===== src/rtl/fcl_pkg.sv =====
package fcl_pkg;

    // Bit positions inside the control byte; software decodes these.
    localparam int unsigned START_BIT = 0;
    localparam int unsigned LOCK_BIT  = 1;
    localparam int unsigned READY_BIT = 2;
    localparam int unsigned OVR_BIT   = 3;
    localparam int unsigned CTRL_BITS = 4;

    typedef struct packed {
        logic ovr;
        logic ready;
        logic lock;
        logic start;
    } ctrl_t;

endpackage


===== src/rtl/fcl_ctrl_reg.sv =====
module fcl_ctrl_reg
    import fcl_pkg::*;
(
    input  logic  clk,
    input  logic  rst_n,
    input  logic  wr_ctrl,
    input  logic  wr_start,
    input  logic  wr_lock,
    input  logic  wr_ovr,
    input  logic  pwr_ok,
    output ctrl_t ctrl_q
);

    typedef struct packed {
        ctrl_t bits;
    } state_t;

    state_t st_d;
    state_t st_q;

    always_comb begin
        st_d = st_q;
        if (pwr_ok) begin
            st_d.bits.ready = 1'b1;
        end
        if (wr_ctrl) begin
            st_d.bits.start = wr_start;
            st_d.bits.ovr   = wr_ovr;
            // lock can only be raised; a set lock ignores further writes
            st_d.bits.lock  = st_q.bits.lock | wr_lock;
        end
    end

    always_ff @(posedge clk or negedge rst_n) begin
        if (!rst_n) begin
            st_q <= '0;
        end else begin
            st_q <= st_d;
        end
    end

    assign ctrl_q = st_q.bits;

endmodule


===== src/rtl/fcl_param_bank.sv =====
module fcl_param_bank #(
    parameter int unsigned N_PARAM = 6,
    parameter int unsigned DW      = 8,
    parameter int unsigned AW      = 4
) (
    input  logic                    clk,
    input  logic                    rst_n,
    input  logic                    lock,
    input  logic                    we,
    input  logic [AW-1:0]           addr,
    input  logic [DW-1:0]           wdata,
    output logic [N_PARAM*DW-1:0]   store_flat
);

    typedef struct packed {
        logic [N_PARAM-1:0][DW-1:0] val;
    } bank_t;

    bank_t st_d;
    bank_t st_q;
    logic [N_PARAM-1:0] hit;

    for (genvar i = 0; i < N_PARAM; i++) begin : g_dec
        localparam logic [AW-1:0] SLOT_ADDR = AW'(i + 1);
        assign hit[i] = we && !lock && (addr == SLOT_ADDR);
    end

    always_comb begin
        st_d = st_q;
        for (int i = 0; i < N_PARAM; i++) begin
            if (hit[i]) begin
                st_d.val[i] = wdata;
            end
        end
    end

    always_ff @(posedge clk or negedge rst_n) begin
        if (!rst_n) begin
            st_q <= '0;
        end else begin
            st_q <= st_d;
        end
    end

    assign store_flat = st_q.val;

endmodule


===== src/rtl/fcl_param_sel.sv =====
module fcl_param_sel #(
    parameter int unsigned N_PARAM  = 6,
    parameter int unsigned DW       = 8,
    parameter int unsigned DEF_BASE = 'h40,
    parameter int unsigned DEF_STEP = 'h10
) (
    input  logic                  start,
    input  logic [N_PARAM*DW-1:0] store_flat,
    output logic [N_PARAM*DW-1:0] active_flat
);

    for (genvar i = 0; i < N_PARAM; i++) begin : g_slot
        localparam logic [DW-1:0] DEF_VAL = DW'(DEF_BASE + i * DEF_STEP);
        assign active_flat[i*DW +: DW] = start ? store_flat[i*DW +: DW] : DEF_VAL;
    end

endmodule


===== src/rtl/fcl_duty_mux.sv =====
module fcl_duty_mux #(
    parameter int unsigned N_PWM = 3,
    parameter int unsigned DW    = 8
) (
    input  logic                ovr,
    input  logic [N_PWM-1:0]    dis,
    input  logic [N_PWM*DW-1:0] duty_in,
    output logic [N_PWM*DW-1:0] duty_out
);

    localparam logic [DW-1:0] FULL = '1;

    for (genvar k = 0; k < N_PWM; k++) begin : g_ch
        logic [DW-1:0] gated;
        assign gated = dis[k] ? '0 : duty_in[k*DW +: DW];
        // override applied last, above the disable path
        assign duty_out[k*DW +: DW] = ovr ? FULL : gated;
    end

endmodule


===== src/rtl/fan_cfg_lock.sv =====
module fan_cfg_lock
    import fcl_pkg::*;
#(
    parameter int unsigned N_PARAM  = 6,
    parameter int unsigned N_PWM    = 3,
    parameter int unsigned DW       = 8,
    parameter int unsigned AW       = 4,
    parameter int unsigned DEF_BASE = 'h40,
    parameter int unsigned DEF_STEP = 'h10
) (
    input  logic                  clk,
    input  logic                  rst_n,
    input  logic                  bus_we,
    input  logic [AW-1:0]         bus_addr,
    input  logic [DW-1:0]         bus_wdata,
    output logic [DW-1:0]         bus_rdata,
    input  logic                  pwr_done,
    input  logic                  conv_ready,
    output logic [N_PARAM*DW-1:0] active_param,
    input  logic [N_PWM*DW-1:0]   pwm_duty_in,
    input  logic [N_PWM-1:0]      pwm_dis,
    output logic [N_PWM*DW-1:0]   pwm_duty_out
);

    localparam logic [AW-1:0] CTRL_ADDR = '0;

    ctrl_t                 ctrl;
    logic                  wr_ctrl;
    logic [N_PARAM*DW-1:0] store_flat;

    assign wr_ctrl = bus_we && (bus_addr == CTRL_ADDR);

    fcl_ctrl_reg u_ctrl (
        .clk      (clk),
        .rst_n    (rst_n),
        .wr_ctrl  (wr_ctrl),
        .wr_start (bus_wdata[START_BIT]),
        .wr_lock  (bus_wdata[LOCK_BIT]),
        .wr_ovr   (bus_wdata[OVR_BIT]),
        .pwr_ok   (pwr_done & conv_ready),
        .ctrl_q   (ctrl)
    );

    fcl_param_bank #(
        .N_PARAM (N_PARAM),
        .DW      (DW),
        .AW      (AW)
    ) u_bank (
        .clk        (clk),
        .rst_n      (rst_n),
        .lock       (ctrl.lock),
        .we         (bus_we),
        .addr       (bus_addr),
        .wdata      (bus_wdata),
        .store_flat (store_flat)
    );

    fcl_param_sel #(
        .N_PARAM  (N_PARAM),
        .DW       (DW),
        .DEF_BASE (DEF_BASE),
        .DEF_STEP (DEF_STEP)
    ) u_sel (
        .start       (ctrl.start),
        .store_flat  (store_flat),
        .active_flat (active_param)
    );

    fcl_duty_mux #(
        .N_PWM (N_PWM),
        .DW    (DW)
    ) u_duty (
        .ovr      (ctrl.ovr),
        .dis      (pwm_dis),
        .duty_in  (pwm_duty_in),
        .duty_out (pwm_duty_out)
    );

    always_comb begin
        bus_rdata = '0;
        if (bus_addr == CTRL_ADDR) begin
            bus_rdata[START_BIT] = ctrl.start;
            bus_rdata[LOCK_BIT]  = ctrl.lock;
            bus_rdata[READY_BIT] = ctrl.ready;
            bus_rdata[OVR_BIT]   = ctrl.ovr;
        end
        for (int i = 0; i < N_PARAM; i++) begin
            if (bus_addr == AW'(i + 1)) begin
                bus_rdata = store_flat[i*DW +: DW];
            end
        end
    end

endmodule


===== config.mk =====
export PLATFORM = sky130hd
export DESIGN_NAME = fan_cfg_lock
export DESIGN_NICKNAME = d
export VERILOG_FILES = /design/src/rtl/fcl_pkg.sv /design/src/rtl/fcl_ctrl_reg.sv /design/src/rtl/fcl_param_bank.sv /design/src/rtl/fcl_param_sel.sv /design/src/rtl/fcl_duty_mux.sv /design/src/rtl/fan_cfg_lock.sv
export SDC_FILE = /design/constraint.sdc
export NUM_CORES = 1
export LEC_CHECK = 0
export BUFFER_PORTS_ARGS = -buffer_cell sky130_fd_sc_hd__buf_4
export CORE_MARGIN = 4
export CORE_UTILIZATION = 49
export CTS_CLUSTER_DIAMETER = 150
export DETAILED_ROUTE_END_ITERATION = 10
export GPL_ROUTABILITY_DRIVEN = 0
export PLACE_DENSITY_LB_ADDON = 0.15
export RECOVER_POWER = 50
export SETUP_SLACK_MARGIN = 0.02
export SLEW_MARGIN = 20
export SYNTH_ARGS = -nofsm -noshare
export SYNTH_HDL_FRONTEND = slang
export SYNTH_HIERARCHICAL = 1
export SYNTH_SLANG_ARGS = --single-unit

===== constraint.sdc =====
create_clock -name clk -period 1.7 [get_ports clk]
set_input_delay 0.34 -clock clk [delete_from_list [all_inputs] [get_ports clk]]
set_output_delay 0.34 -clock clk [all_outputs]
set_load 0.02 [all_outputs]

==> results.json <==
{
  "skew_ns": 0.00830,
  "place_area_um2": 4280,
  "power_density_nw_per_um2": 1030,
  "period_share_pct": 116,
  "row_count": 29,
  "cts_root_buf": "clkbuf_8",
  "synth_area_per_cell_um2": 11.1,
  "syn_inst": 290,
  "pre_cts_ws_ns": -0.221,
  "status": "complete, but fails checks",
  "cp-start-kind": "flop",
  "design_area_um2": 4650,
  "r2r-start": "u_ctrl/ctrl_q[1]",
  "grt_first_pass_wirelength_um": 13500,
  "first_pass_iters": 4,
  "synthDominantCellAreaShare_pct": 40.5,
  "crit_chain": "mux4_2 -> a221o_1 -> buf_6",
  "ir_drop_mv": 0.774,
  "total_power_mw": 4.80,
  "grt_usage_pct": 22.0,
  "min_period_ns": 1.97,
  "die_y_um": 88.9,
  "critPathRequiredTime_ns": 1.36,
  "fin_util_pct": 73.3,
  "wl_per_cell_um": 17.6,
  "rsz0062_at_grt": "yes",
  "synth_cell_types": 43,
  "die_w_um": 88.9,
  "clkSinkCount": 52,
  "grt-ovfl-total": 0,
  "drv_cap": 0,
  "cts.clk_slew.worst_paths_ns": 0.10,
  "cts_buffers": 5,
  "synth_edf_count": 0,
  "hpwlAfterDp_um": 6430,
  "htreeDepth": 2,
  "design.core.area_um2": 6350,
  "drive_above_1_share_pct": 63.6,
  "antenna_found_initial": 0,
  "critPathArrivalTime_ns": 1.63,
  "slowest_stage": "mux4_2",
  "detail-route-antenna-nets": 0,
  "vias": 2838,
  "hold_path_class": "in2async",
  "cts_tree": "yes",
  "hold_ws_ns": 0.293,
  "setup.worst_path.start": "u_bank/store_flat[8]",
  "vias_per_cell": 5.50,
  "fin_ws_ns": -0.270,
  "clock.fmax_mhz": 508,
  "cp-end-kind": "output port",
  "critPathMaxStageDelay_ns": 0.45,
  "worstRegToRegCells": 4,
  "num_io_pins": 124,
  "syn_area_um2": 3210,
  "areaGrowthSynthToFinish_pct": 45.0,
  "finalSetupViolCount": 8,
  "r2r_slack_ns": 0.04,
  "yosys_register_bits": 52,
  "power_leakage_nw": 2.28,
  "synthTopCellsByArea": "dfrtp_1, mux2_2, and2_1",
  "drc": 0,
  "synthArstFlopShare_pct": 100,
  "grt_max_degree": 53,
  "fin_nets": 482,
  "first_global_vias": 2779,
  "die_area_um2": 7910,
  "hold_buffers": 0,
  "dp_cells": 495,
  "antenna_cells": 0,
  "fin_setup_tns_ns": -1.30,
  "tightest_slew_ns": 1.27,
  "clock_latency_ns": 0.31,
  "critPathMaxFanout": 2,
  "hold_viol_final": 0,
  "initial_core_util_pct": 50.5,
  "n_fill_cell": 464,
  "timing.rr.end": "u_bank/store_flat[36]",
  "synth_flop_cell": "dfrtp_1",
  "synth_largest_area_cell": "dfrtp_1",
  "wl_um": 9090,
  "syn_nets": 334,
  "portBuffers": 123,
  "slew_violations": 0,
  "synth_warnings": 6,
  "violations": "setup timing",
  "stdcell_count": 516,
  "cts_buffer_depth": 2,
  "drt_iter0_markers": 112,
  "max_slew_margin_pct": 15.3,
  "setup.worst_path.class": "reg2out",
  "yosysSeqAreaShare_pct": 40.5
}
==> where the power goes <==
part           switching, mW  internal (mW)  leakage [nW]  total, mW
Combinational           1.13           1.18          1.61       2.31
Clock                  0.413          0.332        0.0445      0.745
Sequential             0.218           1.53         0.634       1.75
Total                   1.76           3.05          2.28       4.80
==> state kept, by name (all words and copies together) (netlist names) <==
signal,cells
u_bank/store_flat,48
u_ctrl/ctrl_q,4
==> Yosys cell counts (all sizes together) (2+ instances only) <==
cell / count
mux2: 53
dfrtp: 52
and2: 38
a21o: 25
nand2b: 16
buf: 15
nor2: 10
o21ai: 10
nand2: 9
a21oi: 8
inv: 8
mux2i: 6
nand3b: 6
nor3: 4
a2111oi: 3
a311oi: 3
o21a: 3
o221ai: 3
and3b: 2
clkbuf: 2
nand3: 2
nor3b: 2
or2: 2
==> final cells by class <==
cell class / instances / area [µm²] / share of cell area (%)
Multi-Input combinational cell: 213 / 1900 / 40.9
Sequential cell: 52 / 1300 / 28.0
Timing Repair Buffer: 158 / 1230 / 26.4
Tap cell: 77 / 96.3 / 2.07
Clock buffer: 7 / 86.3 / 1.86
Inverter: 8 / 30.0 / 0.646
Clock inverter: 1 / 7.51 / 0.161
==> how the worst max path moves through the flow <==
stage                              end  slack, ns  cells past startpoint
after floorplan           bus_rdata[3]      -0.12                      5
after global placement    bus_rdata[1]      -0.22                      7
after detailed placement  bus_rdata[3]      -0.22                      7
after CTS                 bus_rdata[0]      -0.27                      3
after global routing      bus_rdata[0]      -0.32                      3
final                     bus_rdata[0]      -0.27                      3
==> layer usage <==
layer | wire length [µm] | share of wire, % | vias up | track usage (%)
li1 | - | - | 1321 | -
met1 | 3680 | 40 | 1401 | 27.9
met2 | 4530 | 50 | 111 | 38.6
met3 | 832 | 9.1 | 5 | 4.42
met4 | 53 | 0.58 | 0 | 5.28
met5 | 0 | 0 | - | 0
==> timing repair <==
action | in CTS | in global routing
gates resized for setup | 29 | 21
pin swaps | 9 | 8
endpoints found under the setup margin | 45 | 46
buffers inserted | 9 | 4
==> layout by cell type, fill, tap and decap left out, types with 2 or more instances in the layout <==
| cell type | synthesis | final |
|---|---|---|
| dfrtp_1 | 52 | 51 |
| mux2_1 | 2 | 2 |
| a311oi_2 | 0 | 3 |
| clkbuf_1 | 1 | 3 |
| nor2_1 | 9 | 9 |
| nand3b_1 | 5 | 5 |
| a21oi_4 | 0 | 2 |
| nand2_2 | 2 | 2 |
| mux2_4 | 0 | 3 |
| nor3_2 | 2 | 3 |
| o21ai_0 | 9 | 6 |
| o21a_1 | 3 | 3 |
| o221ai_2 | 0 | 3 |
| nand2_1 | 7 | 7 |
| o21ai_2 | 1 | 3 |
| a2111oi_2 | 0 | 3 |
| nand2b_1 | 16 | 15 |
| mux2_2 | 51 | 48 |
| buf_6 | 6 | 5 |
| buf_8 | 0 | 2 |
| clkbuf_2 | 1 | 2 |
| clkbuf_8 | 0 | 7 |
| a21o_2 | 25 | 25 |
| buf_4 | 3 | 145 |
| and2_1 | 38 | 38 |
| inv_1 | 8 | 8 |
| nor3b_2 | 1 | 2 |
| mux2i_1 | 6 | 6 |
| a21oi_2 | 0 | 5 |
==> kinds of logic after synthesis <==
logic type / synth area share [%]
multiplexers: 21.2
flip-flops: 40.5
buffers and inverters: 4.95
AO/OA/AOI/OAI: 13.5
AND/OR/NAND/NOR: 19.9
==> worst max-delay path, delay by kind of cell (launching register included) <==
kind | cells | cell delay, ns
buffers and inverters | 1 | 0.14
AOI/OAI and AO/OA | 1 | 0.33
muxes | 1 | 0.45
DFF | 1 | 0.40
Note: power is estimated with default switching activity, not from simulation.
